===== src/rtl/sram_pdn_seq.sv =====
module sram_pdn_seq #(
  parameter int BANK_W     = 4,
  parameter bit INV_POL    = 1'b0,
  parameter bit HAS_ISO    = 1'b1,
  parameter int CYC_PER_US = 250,
  parameter int POLL_US    = 10,
  parameter int MAX_POLLS  = 100000
) (
  input  logic              clk,
  input  logic              rst_n,
  input  logic              wake_cmd,
  input  logic              sleep_cmd,
  input  logic [BANK_W-1:0] sleep_ack,
  output logic [BANK_W-1:0] sleep_req,
  output logic              clk_iso,
  output logic              iso_int_n,
  output logic              busy,
  output logic              done,
  output logic              timeout
);

  localparam int POLL_CYC = CYC_PER_US * POLL_US;
  localparam int TW = $clog2(POLL_CYC + 1);
  localparam int GW = $clog2(CYC_PER_US + 1);
  localparam int PW = $clog2(MAX_POLLS + 1);
  localparam logic [BANK_W-1:0] REQ_OFF = INV_POL ? '0 : '1;
  localparam logic [BANK_W-1:0] REQ_ON  = ~REQ_OFF;

  typedef enum logic [1:0] {S_IDLE, S_GAP, S_REQ, S_POLL} st_t;

  st_t               state;
  logic              going_on;
  logic [BANK_W-1:0] ack_m, ack_s;
  logic [TW-1:0]     tick;
  logic [GW-1:0]     gap;
  logic [PW-1:0]     polls;
  logic              clk_iso_q, iso_n_q;

  wire tick_end = (tick == TW'(POLL_CYC - 1));
  wire gap_end  = (gap == GW'(CYC_PER_US - 1));
  wire ack_ok   = (ack_s == sleep_req);
  wire last_try = (polls == PW'(MAX_POLLS - 1));

  assign busy      = (state != S_IDLE);
  assign clk_iso   = HAS_ISO ? clk_iso_q : 1'b0;
  assign iso_int_n = HAS_ISO ? iso_n_q : 1'b1;

  always_ff @(posedge clk or negedge rst_n) begin
    if (!rst_n) begin
      ack_m <= '0;
      ack_s <= '0;
    end else begin
      ack_m <= sleep_ack;
      ack_s <= ack_m;
    end
  end

  always_ff @(posedge clk or negedge rst_n) begin
    if (!rst_n) begin
      state     <= S_IDLE;
      going_on  <= 1'b0;
      sleep_req <= REQ_OFF;
      clk_iso_q <= 1'b1;
      iso_n_q   <= 1'b0;
      tick      <= '0;
      gap       <= '0;
      polls     <= '0;
      done      <= 1'b0;
      timeout   <= 1'b0;
    end else begin
      done    <= 1'b0;
      timeout <= 1'b0;
      case (state)
        S_IDLE: begin
          tick  <= '0;
          gap   <= '0;
          polls <= '0;
          if (wake_cmd) begin
            going_on  <= 1'b1;
            sleep_req <= REQ_ON;
            state     <= S_POLL;
          end else if (sleep_cmd) begin
            going_on <= 1'b0;
            if (HAS_ISO) begin
              clk_iso_q <= 1'b1;
              state     <= S_GAP;
            end else begin
              sleep_req <= REQ_OFF;
              state     <= S_POLL;
            end
          end
        end
        S_GAP: begin
          if (gap_end) begin
            gap <= '0;
            if (going_on) begin
              clk_iso_q <= 1'b0;
              done      <= 1'b1;
              state     <= S_IDLE;
            end else begin
              iso_n_q <= 1'b0;
              state   <= S_REQ;
            end
          end else begin
            gap <= gap + 1'b1;
          end
        end
        S_REQ: begin
          sleep_req <= REQ_OFF;
          state     <= S_POLL;
        end
        default: begin
          if (tick_end) begin
            tick <= '0;
            if (ack_ok) begin
              if (going_on && HAS_ISO) begin
                iso_n_q <= 1'b1;
                state   <= S_GAP;
              end else begin
                done  <= 1'b1;
                state <= S_IDLE;
              end
            end else if (last_try) begin
              timeout <= 1'b1;
              state   <= S_IDLE;
            end else begin
              polls <= polls + 1'b1;
            end
          end else begin
            tick <= tick + 1'b1;
          end
        end
      endcase
    end
  end

  p_done_pulse_r11: assert property (@(posedge clk) disable iff (!rst_n)
    done |=> !done);
  p_to_pulse_r11: assert property (@(posedge clk) disable iff (!rst_n)
    timeout |=> !timeout);
  p_done_to_excl_r9: assert property (@(posedge clk) disable iff (!rst_n)
    !(done && timeout));
  p_idle_after_done_r10: assert property (@(posedge clk) disable iff (!rst_n)
    (done || timeout) |-> !busy);
  p_req_hold_r10: assert property (@(posedge clk) disable iff (!rst_n)
    (busy && state != S_REQ) |=> $stable(sleep_req));

  generate
    if (HAS_ISO) begin : g_iso_chk
      p_iso_order_r5: assert property (@(posedge clk) disable iff (!rst_n)
        $fell(clk_iso) |-> (iso_int_n && $past(iso_int_n)));
      p_iso_order_r6: assert property (@(posedge clk) disable iff (!rst_n)
        $fell(iso_int_n) |-> (clk_iso && $past(clk_iso)));
      p_req_after_iso_r6: assert property (@(posedge clk) disable iff (!rst_n)
        (!$stable(sleep_req) && sleep_req == REQ_OFF) |-> !iso_int_n);
    end
  endgenerate

endmodule


===== config.mk =====
export PLATFORM = sky130hd
export DESIGN_NAME = sram_pdn_seq
export DESIGN_NICKNAME = d
export VERILOG_FILES = /design/src/rtl/sram_pdn_seq.sv
export SDC_FILE = /design/constraint.sdc
export NUM_CORES = 1
export LEC_CHECK = 0
export BUFFER_PORTS_ARGS = -buffer_cell sky130_fd_sc_hd__clkbuf_2
export CAP_MARGIN = 20
export CORE_ASPECT_RATIO = 1.5
export CORE_UTILIZATION = 54
export CTS_CLUSTER_SIZE = 24
export DETAILED_ROUTE_END_ITERATION = 10
export PLACE_DENSITY = 0.75
export SLEW_MARGIN = 0
export SYNTH_ARGS = -nofsm -noshare
export SYNTH_HDL_FRONTEND = slang
export SYNTH_SLANG_ARGS = --single-unit
export TNS_END_PERCENT = 1

===== constraint.sdc =====
create_clock -name clk -period 2.2 [get_ports clk]
set_input_delay 0.44 -clock clk [delete_from_list [all_inputs] [get_ports clk]]
set_output_delay 0.44 -clock clk [all_outputs]
set_load 0.02 [all_outputs]

## After elaboration in Yosys (flattened, before gate mapping)

Index checks and enable logic that the tools add are counted.

| word-level totals | value |
|---|---|
| register bits after elaboration | 56 |
| logic and storage cells | 94 |
| input bits | 8 |

| cells by class | value |
|---|---|
| reduce and logical (&&, ||, !) cells | 20 |
| multiplexer cells | 42 |
| equal/unequal tests | 15 |
| bitwise operators | 2 |
| $add $sub $neg | 3 |

Operator list:

| kind | number |
|---|---|
| 17-bit 2-to-1 mux | 3 |
| 17-bit case mux with 2 select lines | 1 |
| 12-bit case mux with 2 select lines | 1 |
| 1-bit 2-to-1 mux | 21 |
| 17-bit by 1-bit adder with 17-bit output, second input constant | 1 |
| 17-bit == test, second input constant | 1 |
| 8-bit case mux with 2 select lines | 1 |
| 2-bit nonzero test | 8 |
| 2-bit 2-to-1 mux | 7 |
| 12-bit by 1-bit adder with 12-bit output, second input constant | 1 |
| 12-bit == test, second input constant | 1 |
| 12-bit 2-to-1 mux | 1 |
| 2-bit inequality test, second input constant | 6 |
| 8-bit by 1-bit adder with 8-bit output, second input constant | 1 |
| 8-bit == test, second input constant | 1 |
| 8-bit 2-to-1 mux | 1 |
| 4-bit case mux with 2 select lines | 1 |
| 4-bit AND reduction | 2 |
| 1-bit case mux with 2 select lines | 3 |
| 2-bit case mux with 3 select lines | 1 |
| 6-bit AND reduction | 1 |
| 5-bit AND reduction | 1 |
| 5-bit nonzero test | 1 |
| 4-bit == test | 1 |
| other kinds (11) | 15 |

## Logic depth before layout (Yosys ltp)

| logic depth | value |
|---|---|
| word-level depth | 5 |
| mapped depth | 8 |
| mapped depth without buffers | 7 |

## Least setup slack after synthesis

OpenSTA, ideal clock, no wires.

| timing path | value |
|---|---|
| path type | reg2reg |
| from | register tick[0] |
| to | register polls[7] |
| cell stages (with the launch flop) | 7 |
| arrival time | 2.124 ns |
| period minus slack after synthesis | 2.202 ns |
| path buffers | 0 |
| setup slack | -0.002 ns |
| required time | 2.122 ns |
| cells stage by stage | dfrtp_1 > ha_1 > or3b_1 > or3_4 > a21o_1 > or4_1 > a21oi_1 |

| between the ends | value |
|---|---|
| cells in the longest elaborated chain, start to end | 3 |

RTL lines:

| item | line | source |
|---|---|---|
| start, declared | 34 | `logic [TW-1:0] tick;` |
| start signal, assigned | 130 | `tick <= tick + 1'b1;` |
| 12-bit == test | 39 | `wire tick_end = (tick == TW'(POLL_CYC - 1));` |
| 2-bit nonzero test (no line) | n/a |  |
| 4-bit AND reduction (no line) | n/a |  |
| end signal, assigned | 127 | `polls <= polls + 1'b1;` |
| end, declared | 36 | `logic [PW-1:0] polls;` |

Every way passes these cells.
A chain may end at the register's enable or synchronous reset.

## Worst setup path after layout

| timing path | value |
|---|---|
| from | register tick[10] |
| to | register polls[2] |

The elaborated chain is that of the path after synthesis.

==> results.sh <==
export IMPL_crit_type="flip-flop to flip-flop"
export IMPL_htree_levels=2
export IMPL_max_freq_mhz=448
export IMPL_cp_start_kind="flip-flop"
export IMPL_dp_hpwl_um=4610
export IMPL_vias=2468
export IMPL_hold_slack_ns=0.0737
export IMPL_yosysMostFrequentCell="dfrtp_1"
export IMPL_nets=355
export IMPL_pwr_share_clk_pct=18.1
export IMPL_rsz0062_at_grt="true"
export IMPL_synth_area_sq_um=2800
export IMPL_p_sw_share_pct=40.1
export IMPL_met3_usage_pct=3.88
export IMPL_track_usage_pct=25.3
export IMPL_wirelength_um=6430
export IMPL_r2r_start="tick[10]"
export IMPL_hold_viol_final=0
export IMPL_p_per_area_nw_per_um2=956
export IMPL_num_io_pins=17
export IMPL_place_congestion=0.862
export IMPL_worstMarginPinSlew_ns=0.474
export IMPL_path_clk_slew_ns=0.10
export IMPL_dieArea_sq_um=5480
export IMPL_postSynthAreaPerCell_sq_um=9.52
export IMPL_gr_usage_met2_pct=43.8
export IMPL_combPwrFrac_pct=45.0
export IMPL_crit_arrival_ns=2.47
export IMPL_relSlewSlack_pct=68.3
export IMPL_antenna_found_initial=0
export IMPL_cp_end_kind="flip-flop"
export IMPL_grt_pass1_vias=2358
export IMPL_finalCritPeriodShare_pct=102
export IMPL_synthCells=294
export IMPL_drive_gt1_share_pct=22.5
export IMPL_drc=0
export IMPL_status="complete, but fails checks"
export IMPL_grt_max_degree=20
export IMPL_ys_ff_latch=53
export IMPL_yosys_top_cells_area="dfrtp_1 (46%), ha_1 (4.0%), nand2_1 (3.9%)"
export IMPL_coreArea_sq_um=4890
export IMPL_internal_power_uw=1900
export IMPL_postCtsSetupBuffers=0
export IMPL_avgRoutedWirePerCell_um=15.9
export IMPL_async_flop_share_pct=100
export IMPL_post_drt_via_cell_ratio=6.11
export IMPL_crit_start="tick[10]"
export IMPL_violations="negative setup slack"
export IMPL_antenna_cells=0
export IMPL_finalWorstSetupSlack_ns=-0.0340
export IMPL_firstDrtPassIters=5
export IMPL_ys_seq_area_share_pct=47.5
export IMPL_cts_buffers_inserted=5
export IMPL_reg2reg_depth=5
export IMPL_reg2reg_to="polls[2]"
export IMPL_clk_latency_ns=0.31
export IMPL_ant_nets=0
export IMPL_syn_to_final_growth_pct=18.3
export IMPL_power_switching_uw=1270
export IMPL_globalRouteOverflowTotal=0
export IMPL_cap_violations=0
export IMPL_cp_data_required_time_ns=2.44
export IMPL_slowest_delay_ns=0.54
export IMPL_crit_fanout=5
export IMPL_synth_fp_nets=311
export IMPL_yosysTopAreaCell="dfrtp_1"
export IMPL_grt_busiest_layer="met2"
export IMPL_synth_edf_count=0
export IMPL_place_ws_ns=-0.0630
export IMPL_slew_viol_final=0
export IMPL_grt_pass1_wl_um=10600
export IMPL_rrSetupSlack_ns=-0.03
export IMPL_crit_path_cell_trace="or4b_4, or3_4, a21o_4, or4_1, a21oi_1"
export IMPL_fin_tns_setup_ns=-0.0352
export IMPL_die_w_um=60.8
export IMPL_drt_iter0_drc=215
export IMPL_min_path_type="input pin to asynchronous set/reset pin"
export IMPL_yosysWarnings=0
export IMPL_synth_ff_type="dfrtp_1"
export IMPL_start_util_pct=57.3
export IMPL_num_rows=31
export IMPL_p_leak_uw=0.00148
export IMPL_critPathSlowestCell="or4b_4"
export IMPL_finClkSkew_ns=0.0129
export IMPL_numClockSinks=53
export IMPL_min_period_ns=2.23
export IMPL_synth_top_area_share_pct=45.6
export IMPL_setup_worst_path_end="polls[2]"
export IMPL_portBuffers=16
export IMPL_yosysUniqueCellTypes=43
export IMPL_cts_tree="built"
export IMPL_ir_worst_vdd_v=0.00102
export IMPL_clk_path_buf_depth=2
export IMPL_synth_common_cells="dfrtp_1 (51), nand2_1 (29), nor2_1 (24)"
export IMPL_cts_hold_buf=0
export IMPL_setup_viol=2
export IMPL_grt_use_met1_pct=30.2
export IMPL_cts_root_buffer="clkbuf_8"
export IMPL_die_h_um=90.2
export IMPL_p_seq_share_pct=37.0
-- layer usage --
layer	vias up	routed length, um
met4	0	170
li1	1159	-
met1	1207	2520
met5	-	0
met3	17	235
met2	85	3500
-- worst min-delay path by stage --
stage	start	endpoint	slack, ns
2_1_floorplan	rst_n	ack_m[0]	0.14
3_3_place_gp	ack_m[0]	ack_s[0]	0.33
3_5_place_dp	ack_m[0]	ack_s[0]	0.33
4_1_cts	rst_n	polls[13]	0.09
5_1_grt	rst_n	polls[14]	0.11
6_report	rst_n	polls[14]	0.07
-- power by group through the flow --
stage               Clock [uW]  Combinational [uW]  Sequential [uW]
finish                     572                1420             1170
global route               617                1570             1180
CTS                        576                1370             1170
detailed placement           0                1320             1190
global placement             0                1300             1180
floorplan                    0                 877             1180
-- state kept, by name (all words and copies together) (netlist names), 2 cells and up --
signal and cells:
state 2, ack_m 4, polls 17, ack_s 4
gap 8, tick 12
-- layout make-up --
type	instances	area [sq um]
fillers	410	1580
clock inverters	1	7.51
repair buffers	49	332
clock buffers	6	82.6
inverters	8	30.0
flip-flops and latches	53	1330
multi-input cells	221	1450
well taps	66	82.6
-- worst max-delay path: cells and delay by family, from the launching register on --
kind,cells,cell delay [ns]
AND/OR/NAND/NOR,3,1.40
flip-flops,1,0.39
AO/OA/AOI/OAI,2,0.39
-- cell families (layout without fill, tap and decap cells) --
group	Yosys count	after routing	synth area share, %
XOR/XNOR	12	12	3.76
AO/OA/AOI/OAI	62	63	13.9
flip-flops	53	53	47.5
multiplexers	6	6	2.28
AND/OR/NAND/NOR	131	131	25.3
buffers and inverters	21	64	3.22
adder cells (fa/ha/maj)	9	9	4.02
-- cells in the final DEF (no fill, tap or decap), drive strengths merged, types with 4 or more instances in the layout --
master and instances:
o31ai 10, inv 7, nand2b 4, dfrtp 51
ha 9, nand4 6, and3 6, a21oi 15
xor2 9, or3 7, nor3 5, nand3 21
o21ai 20, buf 33, nor2 24, o211ai 8
clkbuf 22, nand2 29, or4 10
-- timing repair --
| item | in CTS | in global routing |
|---|---|---|
| endpoints found under the setup margin | 5 | 15 |
| pin swaps | 4 | 16 |
| resized for setup | 1 | 13 |
| cloned | 1 | 0 |
-- metrics by stage --
step | instance area, sq um | power (uW) | utilization [%] | std cells
5_1_grt | 3310 | 3370 | 67.8 | 404
6_report | 3310 | 3170 | 67.8 | 404
3_3_place_gp | 3150 | 2480 | 64.5 | 396
2_1_floorplan | 2800 | 2060 | - | 294
3_5_place_dp | 3150 | 2510 | 64.5 | 396
4_1_cts | 3260 | 3120 | 66.7 | 404
(Power assumes the default switching activity.)
